--- src/rtl/pinres_pkg.sv ---
package pinres_pkg;
  localparam int ADDR_W = 8;
  localparam int DATA_W = 32;
  localparam int NCTL   = 5;
  localparam int NREG   = NCTL + 1;
  localparam int NPINS  = 4;
  localparam int NLVL   = 5;
  localparam int NTERM  = 2;
  localparam int NDESC  = 3;
  localparam int LVL_W  = $clog2(NLVL);
  localparam int IDX_W  = $clog2(NREG);
  localparam int FLD_W  = 4;

  localparam int RI_RST = 0, RI_MA = 1, RI_MB = 2, RI_MC = 3, RI_MD = 4, RI_ST = 5;

  typedef enum logic {CMP_EQ = 1'b0, CMP_NE = 1'b1} cmpOp_e;

  typedef struct packed {
    logic             used;
    cmpOp_e           op;
    logic [IDX_W-1:0] regIdx;
    logic [4:0]       lsb;
    logic [FLD_W-1:0] fmask;
    logic [FLD_W-1:0] val;
  } desc_t;

  typedef struct packed {
    logic [NCTL-1:0]  wrOne;
    logic             rdGo;
    logic             rdHit;
    logic [IDX_W-1:0] rdIdx;
  } stb_t;

  function automatic desc_t mk(int ri, int lsb, int fm, int v, cmpOp_e op);
    desc_t d;
    d.used   = 1'b1;
    d.op     = op;
    d.regIdx = IDX_W'(ri);
    d.lsb    = 5'(lsb);
    d.fmask  = FLD_W'(fm);
    d.val    = FLD_W'(v);
    return d;
  endfunction

  function automatic int levelCount(int pin);
    return (pin == 3) ? 5 : 3;
  endfunction

  // Expression table: key = {pin, level, term, descriptor slot}
  function automatic desc_t descAt(int pin, int lvl, int term, int idx);
    logic [7:0] key;
    key = {pin[1:0], lvl[2:0], term[0], idx[1:0]};
    case (key)
      {2'd0, 3'd0, 1'd0, 2'd0}: return mk(RI_RST, 3, 1, 1, CMP_EQ);
      {2'd0, 3'd0, 1'd0, 2'd1}: return mk(RI_MA, 15, 1, 1, CMP_EQ);
      {2'd0, 3'd0, 1'd0, 2'd2}: return mk(RI_MC, 31, 1, 0, CMP_EQ);
      {2'd0, 3'd1, 1'd0, 2'd0}: return mk(RI_RST, 3, 1, 1, CMP_EQ);
      {2'd0, 3'd1, 1'd0, 2'd1}: return mk(RI_MA, 15, 1, 1, CMP_EQ);
      {2'd0, 3'd1, 1'd0, 2'd2}: return mk(RI_MC, 31, 1, 1, CMP_EQ);
      {2'd1, 3'd0, 1'd0, 2'd0}: return mk(RI_MC, 4, 3, 0, CMP_NE);
      {2'd1, 3'd0, 1'd0, 2'd1}: return mk(RI_MB, 17, 1, 1, CMP_EQ);
      {2'd1, 3'd1, 1'd0, 2'd0}: return mk(RI_MB, 17, 1, 1, CMP_EQ);
      {2'd2, 3'd0, 1'd0, 2'd0}: return mk(RI_MA, 25, 1, 1, CMP_EQ);
      {2'd2, 3'd1, 1'd0, 2'd0}: return mk(RI_MD, 12, 1, 1, CMP_EQ);
      {2'd2, 3'd1, 1'd1, 2'd0}: return mk(RI_ST, 19, 1, 0, CMP_EQ);
      {2'd3, 3'd0, 1'd0, 2'd0}: return mk(RI_MD, 0, 1, 1, CMP_EQ);
      {2'd3, 3'd1, 1'd0, 2'd0}: return mk(RI_MC, 4, 3, 3, CMP_EQ);
      {2'd3, 3'd1, 1'd0, 2'd1}: return mk(RI_MB, 22, 1, 1, CMP_EQ);
      {2'd3, 3'd2, 1'd0, 2'd0}: return mk(RI_MB, 22, 1, 1, CMP_EQ);
      {2'd3, 3'd3, 1'd0, 2'd0}: return mk(RI_ST, 6, 1, 0, CMP_EQ);
      default:                  return desc_t'(0);
    endcase
  endfunction
endpackage

--- src/rtl/pinres_ctrl.sv ---
module pinres_ctrl
  import pinres_pkg::*;
#(
  parameter int AW = ADDR_W
) (
  input  logic          busWr,
  input  logic          busRd,
  input  logic [AW-1:0] busAddr,
  output stb_t          stb
);
  always_comb begin
    stb = '0;
    stb.rdGo = busRd;
    for (int i = 0; i < NCTL; i++) begin
      if (busAddr == AW'(i * 4)) stb.wrOne[i] = busWr;
    end
    for (int i = 0; i < NREG; i++) begin
      if (busAddr == AW'(i * 4)) begin
        stb.rdHit = 1'b1;
        stb.rdIdx = IDX_W'(i);
      end
    end
  end
endmodule

--- src/rtl/pinres_regs.sv ---
module pinres_regs
  import pinres_pkg::*;
#(
  parameter int DW = DATA_W
) (
  input  logic                    clk,
  input  logic                    rstN,
  input  logic [DW-1:0]           strapIn,
  input  logic [DW-1:0]           busWdata,
  input  stb_t                    stb,
  output logic [NREG-1:0][DW-1:0] regVals,
  output logic [DW-1:0]           busRdata
);
  logic [NCTL-1:0][DW-1:0] ctlQ;
  logic [DW-1:0]           strapQ;
  logic [DW-1:0]           rdQ;

  assign regVals  = {strapQ, ctlQ};
  assign busRdata = rdQ;

  always_ff @(posedge clk) begin
    if (!rstN) begin
      ctlQ   <= '0;
      strapQ <= strapIn;
      rdQ    <= '0;
    end else begin
      for (int i = 0; i < NCTL; i++) begin
        if (stb.wrOne[i]) ctlQ[i] <= busWdata;
      end
      if (stb.rdGo) rdQ <= stb.rdHit ? regVals[stb.rdIdx] : '0;
    end
  end
endmodule

--- src/rtl/pinres_eval.sv ---
module pinres_eval
  import pinres_pkg::*;
#(
  parameter int DW = DATA_W
) (
  input  logic [NREG-1:0][DW-1:0] regVals,
  output logic [NPINS*NLVL-1:0]   pinSel,
  output logic [NPINS*LVL_W-1:0]  pinLvl
);
  logic [NPINS-1:0][NLVL-1:0] lvlTrue;

  for (genvar p = 0; p < NPINS; p++) begin : gPin
    for (genvar l = 0; l < NLVL; l++) begin : gLvl
      logic [NTERM-1:0] termHit;
      for (genvar t = 0; t < NTERM; t++) begin : gTerm
        logic [NDESC-1:0] dOk;
        logic [NDESC-1:0] dUsed;
        for (genvar k = 0; k < NDESC; k++) begin : gDesc
          localparam desc_t D = descAt(p, l, t, k);
          logic [FLD_W-1:0] fld;
          assign fld      = FLD_W'(regVals[D.regIdx] >> D.lsb) & D.fmask;
          assign dUsed[k] = D.used;
          assign dOk[k]   = !D.used ||
                            ((D.op == CMP_EQ) ? (fld == D.val) : (fld != D.val));
        end
        assign termHit[t] = (|dUsed) && (&dOk);
      end
      localparam int CNT = levelCount(p);
      assign lvlTrue[p][l] = (l == CNT - 1) ? 1'b1 : ((l < CNT) && (|termHit));
    end
  end

  always_comb begin
    logic found;
    pinSel = '0;
    pinLvl = '0;
    for (int p = 0; p < NPINS; p++) begin
      found = 1'b0;
      for (int l = 0; l < NLVL; l++) begin
        if (!found && lvlTrue[p][l]) begin
          pinSel[p*NLVL + l]        = 1'b1;
          pinLvl[p*LVL_W +: LVL_W]  = LVL_W'(l);
          found                     = 1'b1;
        end
      end
    end
  end
endmodule

--- src/rtl/pin_priority_mux.sv ---
module pin_priority_mux
  import pinres_pkg::*;
#(
  parameter int AW = ADDR_W,
  parameter int DW = DATA_W
) (
  input  logic                   clk,
  input  logic                   rstN,
  input  logic [DW-1:0]          strapIn,
  input  logic                   busWr,
  input  logic                   busRd,
  input  logic [AW-1:0]          busAddr,
  input  logic [DW-1:0]          busWdata,
  output logic [DW-1:0]          busRdata,
  output logic [NPINS*NLVL-1:0]  pinSel,
  output logic [NPINS*LVL_W-1:0] pinLvl
);
  stb_t                    stb;
  logic [NREG-1:0][DW-1:0] regVals;

  pinres_ctrl #(.AW(AW)) uCtrl (
    .busWr(busWr), .busRd(busRd), .busAddr(busAddr), .stb(stb)
  );

  pinres_regs #(.DW(DW)) uRegs (
    .clk(clk), .rstN(rstN), .strapIn(strapIn), .busWdata(busWdata),
    .stb(stb), .regVals(regVals), .busRdata(busRdata)
  );

  pinres_eval #(.DW(DW)) uEval (
    .regVals(regVals), .pinSel(pinSel), .pinLvl(pinLvl)
  );
endmodule

--- config.mk ---
export PLATFORM = sky130hd
export DESIGN_NAME = pin_priority_mux
export DESIGN_NICKNAME = d
export VERILOG_FILES = /design/src/rtl/pinres_pkg.sv /design/src/rtl/pinres_ctrl.sv /design/src/rtl/pinres_regs.sv /design/src/rtl/pinres_eval.sv /design/src/rtl/pin_priority_mux.sv
export SDC_FILE = /design/constraint.sdc
export NUM_CORES = 1
export LEC_CHECK = 0
export CAP_MARGIN = 10
export CORE_ASPECT_RATIO = 1.1
export CORE_MARGIN = 5
export CORE_UTILIZATION = 50
export CTS_BUF_LIST = sky130_fd_sc_hd__clkbuf_8
export DETAILED_ROUTE_END_ITERATION = 12
export GPL_TIMING_DRIVEN = 0
export PLACE_DENSITY_LB_ADDON = 0.25
export SYNTH_ARGS = -nofsm -noshare
export SYNTH_HDL_FRONTEND = slang
export SYNTH_SLANG_ARGS = --single-unit
export TNS_END_PERCENT = 20
--- constraint.sdc ---
create_clock -name clk -period 6.3 [get_ports clk]
set_clock_uncertainty 0.2 [all_clocks]
set_input_delay 1.26 -clock clk [delete_from_list [all_inputs] [get_ports clk]]
set_output_delay 1.26 -clock clk [all_outputs]
set_load 0.01 [all_outputs]
After elaboration in Yosys (flattened, before gate mapping)

Index checks and enable logic that the tools add are counted.
W data, S select, Z words.

Order comparisons: 1
Equality and inequality tests: 6
Multiplexer cells: 44
Reduce and logical (&&, ||, !) cells: 22

Operators with widths:

| operator             | number |
|---|---|
| $bmux W32 S3         | 1 |
| $mux W32             | 2 |
| $mux W1              | 29 |
| $mux W4              | 6 |
| $mux W3              | 6 |
| $eq A8 B4 Y1 const B | 2 |
| $eq A8 B5 Y1 const B | 2 |
| $logic_not A4 Y1     | 3 |
| $eq A8 B3 Y1 const B | 1 |
| $logic_not A8 Y1     | 1 |
| $logic_and A1 B1 Y1  | 6 |
| $logic_not A1 Y1     | 6 |
| $reduce_and A3 Y1    | 2 |
| $lt A3 B4 Y1 const B | 1 |
| $reduce_and A2 Y1    | 2 |
| $reduce_bool A4 Y1   | 1 |
| $eq A2 B2 Y1 const B | 1 |
| $reduce_or A2 Y1     | 1 |

Register bits after elaboration: 224
Output and inout port bits: 64
Word-level logic and storage cells: 80

Depth between registers and ports, before layout

Gate-level depths: netlist of the first run.

Depth after elaboration: 11
Mapped depth: 7
Depth with buffers taken out: 4

Modules after synthesis

From an unflattened synthesis of the first run, not the netlist that was laid out.

Cells, all modules: 933
Area total of the unflattened synthesis: 9864.5 um2

By module, submodules not included:

| module      | instances | cells an instance | area each (um2) | seq. area each (um2) |
|---|---|---|---|---|
| pinres_regs | 1         | 876               | 9477.8          | 4804.6 |
| pinres_eval | 1         | 37                | 244.0           | 0.0 |
| pinres_ctrl | 1         | 20                | 142.6           | 0.0 |

Worst setup path after synthesis of the first run

Ideal clock, no wire load.

Path type: input port to flip-flop
Start: input rstN
End: register uRegs.rdQ[10] (netlist: uRegs.busRdata[10])
Setup time: 0.117 ns
Arrival: 2.673 ns
Data required time: 5.983 ns
Setup slack: 3.309 ns
Stages on the path: 5
Buffers on the path: 2
Cells stage by stage: clkbuf_1 inv_1 nor2_1 clkbuf_1 a32o_1

RTL lines:

| element              | RTL line              | text |
|---|---|---|
| from (decl)          | pin_priority_mux.sv:8 | `input logic rstN,` |
| to (signal assigned) | pinres_regs.sv:30     | `if (stb.rdGo) rdQ <= stb.rdHit ? regVals[stb.rdIdx] : '0;` |
| to (decl)            | pinres_regs.sv:16     | `logic [DW-1:0] rdQ;` |

Worst setup path after layout of the first run

Start: register uRegs.ctlQ (netlist bit uRegs.regVals[86])
End: output pinLvl[9]

Cells in the longest elaborated chain, start to end: 10
Elaborated cells on any way between the ends: 13
Those cells by class: 7 x mux; 6 x reduce/logical

Ends and longest elaborated chain:

| element                                   | RTL line               | text |
|---|---|---|
| from (decl)                               | pinres_regs.sv:14      | `logic [NCTL-1:0][DW-1:0] ctlQ;` |
| from (signal, indexed assignment)         | pinres_regs.sv:28      | `if (stb.wrOne[i]) ctlQ[i] <= busWdata;` |
| $reduce_and A2 Y1                         | pinres_eval.sv:26      | `assign termHit[t] = (\|dUsed) && (&dOk);` |
| $logic_and A1 B1 Y1                       | pinres_eval.sv:40      | `if (!found && lvlTrue[p][l]) begin` |
| $mux W1                                   | pinres_eval.sv:40      |  |
| $logic_not A1 Y1                          | pinres_eval.sv:40      |  |
| $logic_and A1 B1 Y1                       | pinres_eval.sv:40      |  |
| $mux W1                                   | pinres_eval.sv:40      |  |
| $logic_not A1 Y1                          | pinres_eval.sv:40      |  |
| $logic_and A1 B1 Y1                       | pinres_eval.sv:40      |  |
| $mux W3 / $mux W1 (equally long branches) | pinres_eval.sv:40      |  |
| $mux W3 (*)                               | pinres_eval.sv:40      |  |
| to (decl)                                 | pin_priority_mux.sv:16 | `output logic [NPINS*LVL_W-1:0] pinLvl` |

Every way passes the cells marked *; elsewhere a longest branch is shown, timed or not.

==> results.md, run 1 <==
* CTS Buffer Depth at 3
* Clock Power Share at approximately two fifths
* WHS at about 240 ps
* Max-cap violations at 0
* Largest stage delay on the critical path at ~560 ps
* Clock sink count at 224
* Syn Std Cell Area at 9000 sq um
* Initial core utilization at between 50% and 60%
* Sw frac at 23.7%
* Final hold violations at 0
* Worst hold stages at 2
* Die H at ~150 um
* Slew of the pin with the lowest slew margin at ~890 ps
* Via count at about 7,900
* Detailed Place HPWL at 18.1 mm
* Die ar. at 20,800 sq um
* Top-area cell type share of the netlist area at a little over two fifths
* Setup WS pre-CTS at between 2000 and 3000 ps
* Core footprint at 17,700 sq um
* Utilization after layout at 63.6%
* Post-route setup slack at between 2000 and 3000 ps
* Routed Antenna Nets at 0
* Distinct cells, synth at 34
* Htree depth at 2
* CP Data Arrival Time at 1980 ps
* Setup bufs post-CTS at 0
* Largest net degree at the start of global routing at 34
* Routed WL per cell at a little under 20 um
* RSZ-0062 raised after global routing: no
* Sequential cell area at about 4800 sq um
* CP Class: reg2out
* Clock-pin slew on the worst setup and hold paths at 60 ps
* Synth Register Bits at around 220
* Sequential fraction of the synthesis area at 53.4%
* PortBufs at 126
* DRT iter0 DRCs at approximately 500
* Startpoint types: flip-flop
* Stages on worst setup path at 3
* I/O Pins at 140
* Detailed Route WL at about 27 mm
* Critical path's top delay family: buffers and inverters
* Layout area overhead at 25.3%
* Global-route wire length before repair at around 41 mm
* Critical Path Slowest Stage Cell: clkdlybuf4s50_1
* Tcrit/Tclk final at between 50% and 60%
* Sw power at between 600 and 700 uW
* Lkg Pwr at 0.00427 uW
* Setup TNS at 0 ps
* Count of final setup violators at 0
* Gr usage total at between 20% and 30%
* CP required at between 4000 and 5000 ps
* Hold Buf Count CTS at 0
* Gate power share at 7.8%
* Worst IR drop on VDD at about 0.00016 V
* Area occupied by multi-input gates at around 3700 sq um
* Layout cell share with drive strength beyond 1 at between 10% and 20%
* Status: finished, final reports clean
* Fill cells at 1,574
* Internal at 2200 uW
* Syn_area_per_cell at around 9.8 sq um
* Grt ovf at 0
* Max-slew violations at 0
* CP endpoint kind: output pin
* Nets@finish at 1,170
* Vias per cell at roughly 5.8
* Antenna cells at 0
* Slew headroom at slightly above 40%
* Worst r2r path cells at 4
* Crit path buf inv count at 1
* Minimum clock period at ~3400 ps
* Die width at around 140 um
* CTS Buf Count at 37
* Crit-path cells: or3_1 -> o21ai_0 -> clkdlybuf4s50_1
* Post-synth top area cell: dfxtp_1
* Cells after Synth at between 900 and 1,000
* FP Rows at 51
* Pwr Density at approximately 260 nW/um^2
* Max FO, Critical Path at 5
* TritonCTS clock tree: built
* Reg power frac at roughly 51%
* F_max at 0.290 GHz
* Syn. warnings at 0
* HP Class: reg2reg
* GP Congestion at between 0.8 and 0.9
* DRC at 0
* Antenna violations before repair at 0
* Vias in the first global route at roughly 8,000
* Clock Root Buffer: clkbuf_8
* Clk_lat worst skew at approximately 530 ps
* CTS resizes at 0
* First-pass DRT Iterations at 5
* Largest cells by area after synthesis: dfxtp_1 (43%), edfxtp_1 (11%), nand3_1 (8.9%)
-- power groups by stage --
stage / Clock (uW) / Combinational [uW] / Sequential, uW
floorplan: 0 / 117 / 1510
global placement: 0 / 220 / 1510
detailed placement: 0 / 222 / 1510
CTS: 1190 / 223 / 1480
global route: 1260 / 242 / 1480
finish: 1180 / 224 / 1480
-- state kept, by name, indices dropped and copies added, names as in the netlist --
| name | flops |
|---|---|
| uRegs.busRdata | 32 |
| uRegs.strapQ | 32 |
| uRegs.regVals | 160 |
-- cells by family after synthesis --
logic type	Yosys count	share of synthesized area, %
buffers and inverters	108	5.54
DFF	224	53.4
AOI/OAI and AO/OA	259	17.7
and+or+nand+nor	265	15.8
muxes	64	7.52
other	1	0.0416
-- stage by stage --
step / power (uW) / cells / cell area, sq um
CTS: 2890 / 1356 / 11300
floorplan: 1620 / 929 / 9030
global placement: 1730 / 1293 / 10600
global route: 2980 / 1356 / 11300
finish: 2880 / 1356 / 11300
detailed placement: 1730 / 1293 / 10600
-- layer usage --
metal,part of all wire (%),global-route usage [%],up-vias
li1,-,-,3708
met1,41,32.0,3781
met2,48,43.6,309
met3,8.2,5.78,56
met4,2.8,8.84,0
met5,0,0,-
-- cell usage in the layout, fill, tap and decap left out, drive strengths merged, types with 29 or more instances in the layout --
master	count
nand2	43
a32o	29
o22ai	29
nand3	160
clkdlybuf4s50	126
clkbuf	94
o21ai	162
mux2i	35
buf	54
edfxtp	32
dfxtp	192
nand2b	31
mux2	29
-- path summary, 6_finish.rpt --
path                                           end               from  slack, ps
worst min-delay path             uRegs.busRdata[1]  uRegs.busRdata[1]        240
worst max register to register  uRegs.busRdata[25]  uRegs.regVals[57]       4820
worst max-delay path                     pinLvl[9]  uRegs.regVals[86]       2860
worst min register to register   uRegs.busRdata[1]  uRegs.busRdata[1]        240
-- synthesized netlist by cell type (all sizes together) --
library cell,number
nor4b,1
a32o,29
o22ai,29
buf,54
o21ai,162
a2bb2oi,28
nand2,43
nor3b,7
o221ai,2
nor3,5
a21oi,7
and3,1
clkbuf,50
nor2,7
a22oi,1
and2,1
mux2i,35
or3,1
o211ai,1
inv,4
edfxtp,32
dfxtp,192
conb,1
and3b,1
nand4b,5
nand2b,31
nor2b,1
nor4,1
mux2,29
nand3,160
-- tightest hold or removal path, stage by stage, from the launching register on --
cell and delay, ps:
dfxtp_1 310, nand2_1 50, nand2_1 40
-- cell type report --
cell class	instances	share of cell area, %
Sequential cell	224	42.6
Timing Repair Buffer	126	11.2
Tap cell	238	2.64
Buffer	104	4.29
Clock inverter	19	0.721
Clock buffer	44	5.37
Multi-Input combinational cell	597	33.1
Inverter	4	0.133
Power figures use the tool's default switching activity.
==> run 2: changes to the inputs <==
Clock period 6.3 ns to 2.9 ns, I/O delays scaled along.
==> results of run 2 <==
Same layout as run 1 (identical final DEF). Status: finished, final reports clean.
Among the figures that moved: setup slack after placement 2510 ps -> -208 ps; setup slack after layout 2860 ps -> 135 ps; register-to-register setup slack 4820 ps -> 1420 ps; total power 2880 uW -> 6260 uW; worst IR drop on VDD 0.000160 V -> 0.000347 V
==> run 3: changes to the inputs <==
Settings changed: ABC_AREA set to 1.
==> run 3 against run 2 <==
Sequential share of layout area is 2.5 points lower. Sequential cell count stayed put. Power is 3.5% lower. Synthesized area is 7.2% higher. Count of clock-buffer cells in the layout is 5 lower. Largest power group unchanged.
==> results.md, run 3 <==
* Antenna cells at 0 (unchanged)
* Max-cap violations at 0 (unchanged)
* Syn. warnings at 0 (unchanged)
* I/O Pins at 140 (unchanged)
* RSZ-0062 raised after global routing: yes (was no)
* Syn Std Cell Area at 9660 sq um (was 9000 sq um)
* Pwr Density at 505 nW/um^2 (was 555 nW/um^2)
* Post-synthesis mux area share at 0% (was 7.52%)
* Most frequent CP cell: inv_1
* Lkg Pwr at 0.00491 uW (was 0.00427 uW)
* Htree depth at 2 (unchanged)
* Top_reg_cell synth: dfxtp_1 (unchanged)
* Final hold violations at 0 (unchanged)
* CP required at 2120 ps (about the same)
* PortBufs at 129 (was 126)
* Global-route wire length before repair at 46.3 mm (was 41.3 mm)
* Clock sink count at 224 (unchanged)
* Largest stage delay on the critical path at 580 ps (was 560 ps)
* Via count at 9,278 (was 7,854)
* Nets@finish at 1,538 (was 1,170)
* Hold Buf Count CTS at 0 (unchanged)
* Startpoint types: flip-flop (unchanged)
* F_max at 0.350 GHz (was 0.362 GHz)
* First-pass DRT Iterations at 6 (was 5)
* FP Rows at 53 (was 51)
* Top-area cell type share of the netlist area at 39.8% (was 42.7%)
* Commonest non-fill, non-tap cells in the layout: nand2_1 (235), a21oi_1 (224), inv_1 (195) (was dfxtp_1 (192), nand3_1 (160), o21ai_0 (158))
* Initial core utilization at 50.7% (was 50.8%)
* Clk_lat worst skew at 530 ps (about the same)
* Die width at 142 um (was 138 um)
* Layout cell share with drive strength beyond 1 at 7.72% (was 10.7%)
* Clock-pin slew on the worst setup and hold paths at 60 ps (about the same)
* Design Area, Final at 12,000 sq um (was 11,300 sq um)
* CTS Buf Count at 37 (unchanged)
* Cells after Synth at 1,285 (was 921)
* Slew headroom at 54.9% (was 40.9%)
* Largest net degree at the start of global routing at 31 (was 34)
* Post-synth EDFFs at 32 (unchanged)
* Worst IR drop on VDD at 0.000356 V (was 0.000347 V)
* Utilization after layout at 62.9% (was 63.6%)
* Largest cells by area after synthesis: dfxtp_1 (40%), a21oi_1 (12%), edfxtp_1 (10%) (was dfxtp_1 (43%), edfxtp_1 (11%), nand3_1 (8.9%))
* Crit-path cells: inv_1 -> nor3_4 -> inv_1 -> nor2_2 -> clkdlybuf4s50_1 (was or3_1 -> o21ai_0 -> clkdlybuf4s50_1)
* DRC at 0 (unchanged)
* Gr usage total at 26.1% (was 25.6%)
* Slew of the pin with the lowest slew margin at 677 ps (was 887 ps)
* HP Class: reg2reg (unchanged)
* Vias per cell at 5.34 (was 5.79)
* Detailed Place HPWL at 20.6 mm (was 18.1 mm)
* Detailed Route WL at 29.6 mm (was 26.6 mm)
* Crit path buf inv count at 3 (was 1)
* Most common cell in the synthesized netlist: nand2_1 (was dfxtp_1)
* GP Congestion at 0.976 (was 0.867)
* Commonest non-fill, non-tap cell in the layout: nand2_1 (was dfxtp_1)
* Routed Antenna Nets at 0 (unchanged)
* Max-slew violations at 0 (unchanged)
* Vias in the first global route at 9,024 (was 7,826)
* TritonCTS clock tree: built (unchanged)
* DRT iter0 DRCs at 1,011 (was 502)
* Distinct cells, synth at 25 (was 34)
* Minimum clock period at 2860 ps (was 2760 ps)
* Die H at 156 um (was 151 um)
* CP endpoint kind: output pin (unchanged)
* Antenna violations before repair at 0 (unchanged)
* Syn_area_per_cell at 7.51 sq um (was 9.78 sq um)
* Sequential fraction of the synthesis area at 49.8% (was 53.4%)
* Compound-cell area share of the yosys netlist at 20.8% (was 17.7%)
* Status: finished, final reports clean (unchanged)
* Die ar. at 22,200 sq um (was 20,800 sq um)
* Synth cell count leaders: nand2_1 (235), a21oi_1 (224), dfxtp_1 (192), inv_1 (172), o21ai_0 (100) (was dfxtp_1 (192), nand3_1 (160), o21ai_0 (158), clkbuf_1 (50), nand2_1 (43))
* Critical path's top delay family: buffers and inverters (unchanged)
* Async SR Flop Fraction at 0% (unchanged)
* Tcrit/Tclk final at 98.5% (was 95.3%)
* Grt ovf at 0 (unchanged)
* XOR/XNOR share of the synthesized area at 0% (unchanged)
* Critical Path Slowest Stage Cell: clkdlybuf4s50_1 (unchanged)
* DP Area at 11,300 sq um (was 10,600 sq um)
* Max reg flops at 160 (unchanged)
* CP Class: reg2out (unchanged)
* Max FO, Critical Path at 4 (was 5)
* Layout area overhead at 24.1% (was 25.3%)
* Largest family of logic cells by synthesized area: compound AO/OA/AOI/OAI gates (unchanged)
* CP Data Arrival Time at 2080 ps (was 1980 ps)
* Synth Register Bits at 224 (unchanged)
* Post-synthesis simple-gate area fraction at 17.1% (was 15.8%)
* CTS Buffer Depth at 3 (unchanged)
* Post-synth top area cell: dfxtp_1 (unchanged)
* Routed WL per cell at 17.1 um (was 19.6 um)
* Core footprint at 19,000 sq um (was 17,700 sq um)
* Clock Root Buffer: clkbuf_8 (unchanged)
* Post-Synth Adder-Cell Area at 0% (unchanged)
* Count of final setup violators at 0 (unchanged)
==> run 3: through the flow <==
stage          hold slack, ps  cells  setup TNS (ps)  setup slack, ps  total power, uW
2_1_floorplan             230   1293               0              287             3420
3_3_place_gp              239   1669          -46150            -1160             3640
3_5_place_dp              244   1670           -2210             -179             3640
4_1_cts                   253   1736               0             3.35             6070
5_1_grt                   266   1736           -19.7            -19.7             6250
6_report                  253   1736               0             42.7             6050
==> run 3: power breakdown <==
part / internal, uW / switching (uW)
clock: 1240 / 1230
sequential: 3190 / 15.7
combinational: 160 / 210
==> run 3: worst paths after layout <==
check | start | end | slack [ps] | depth (start not counted)
max | uRegs.regVals[86] | pinSel[16] | 40 | 5
min | uRegs.regVals[54] | uRegs.regVals[54] | 250 | 2
max reg2reg | uRegs.regVals[86] | uRegs.busRdata[22] | 1570 | 6
min reg2reg | uRegs.regVals[54] | uRegs.regVals[54] | 250 | 2
==> run 3: worst min-delay path, cell delays in order, from the launching register on <==
cell     delay (ps)
dfxtp_1         300
inv_1            60
a21oi_1          50
==> run 3: logic make-up after synthesis <==
group / count (synthesis)
other cells: 1
simple gates: 392
compound gates: 385
flops: 224
buf+inv: 283
==> run 3: cell type report <==
| class | count | area, sq um |
|---|---|---|
| clock inverter | 27 | 108 |
| clock buffer | 39 | 537 |
| tap | 247 | 309 |
| sequential | 224 | 4800 |
| inverter | 175 | 657 |
| buffer | 108 | 529 |
| fill | 1725 | 7050 |
| timing repair buffer | 130 | 1310 |
| multi-input combinational | 786 | 3720 |
==> run 3: routing by layer <==
metal,track usage (%),share of wire (%),vias to the layer above,routed length [um]
li1,-,-,4543,-
met1,32.8,39,4181,11700
met2,41.3,46,443,13600
met3,6.62,9.5,111,2830
met4,14.1,5.2,0,1540
met5,0,0,-,0
==> run 3: what timing repair did <==
action	CTS	global route
setup buffers	0	0
resized for setup	6	2
pin swaps	1	0
endpoints found under the setup margin	3	3
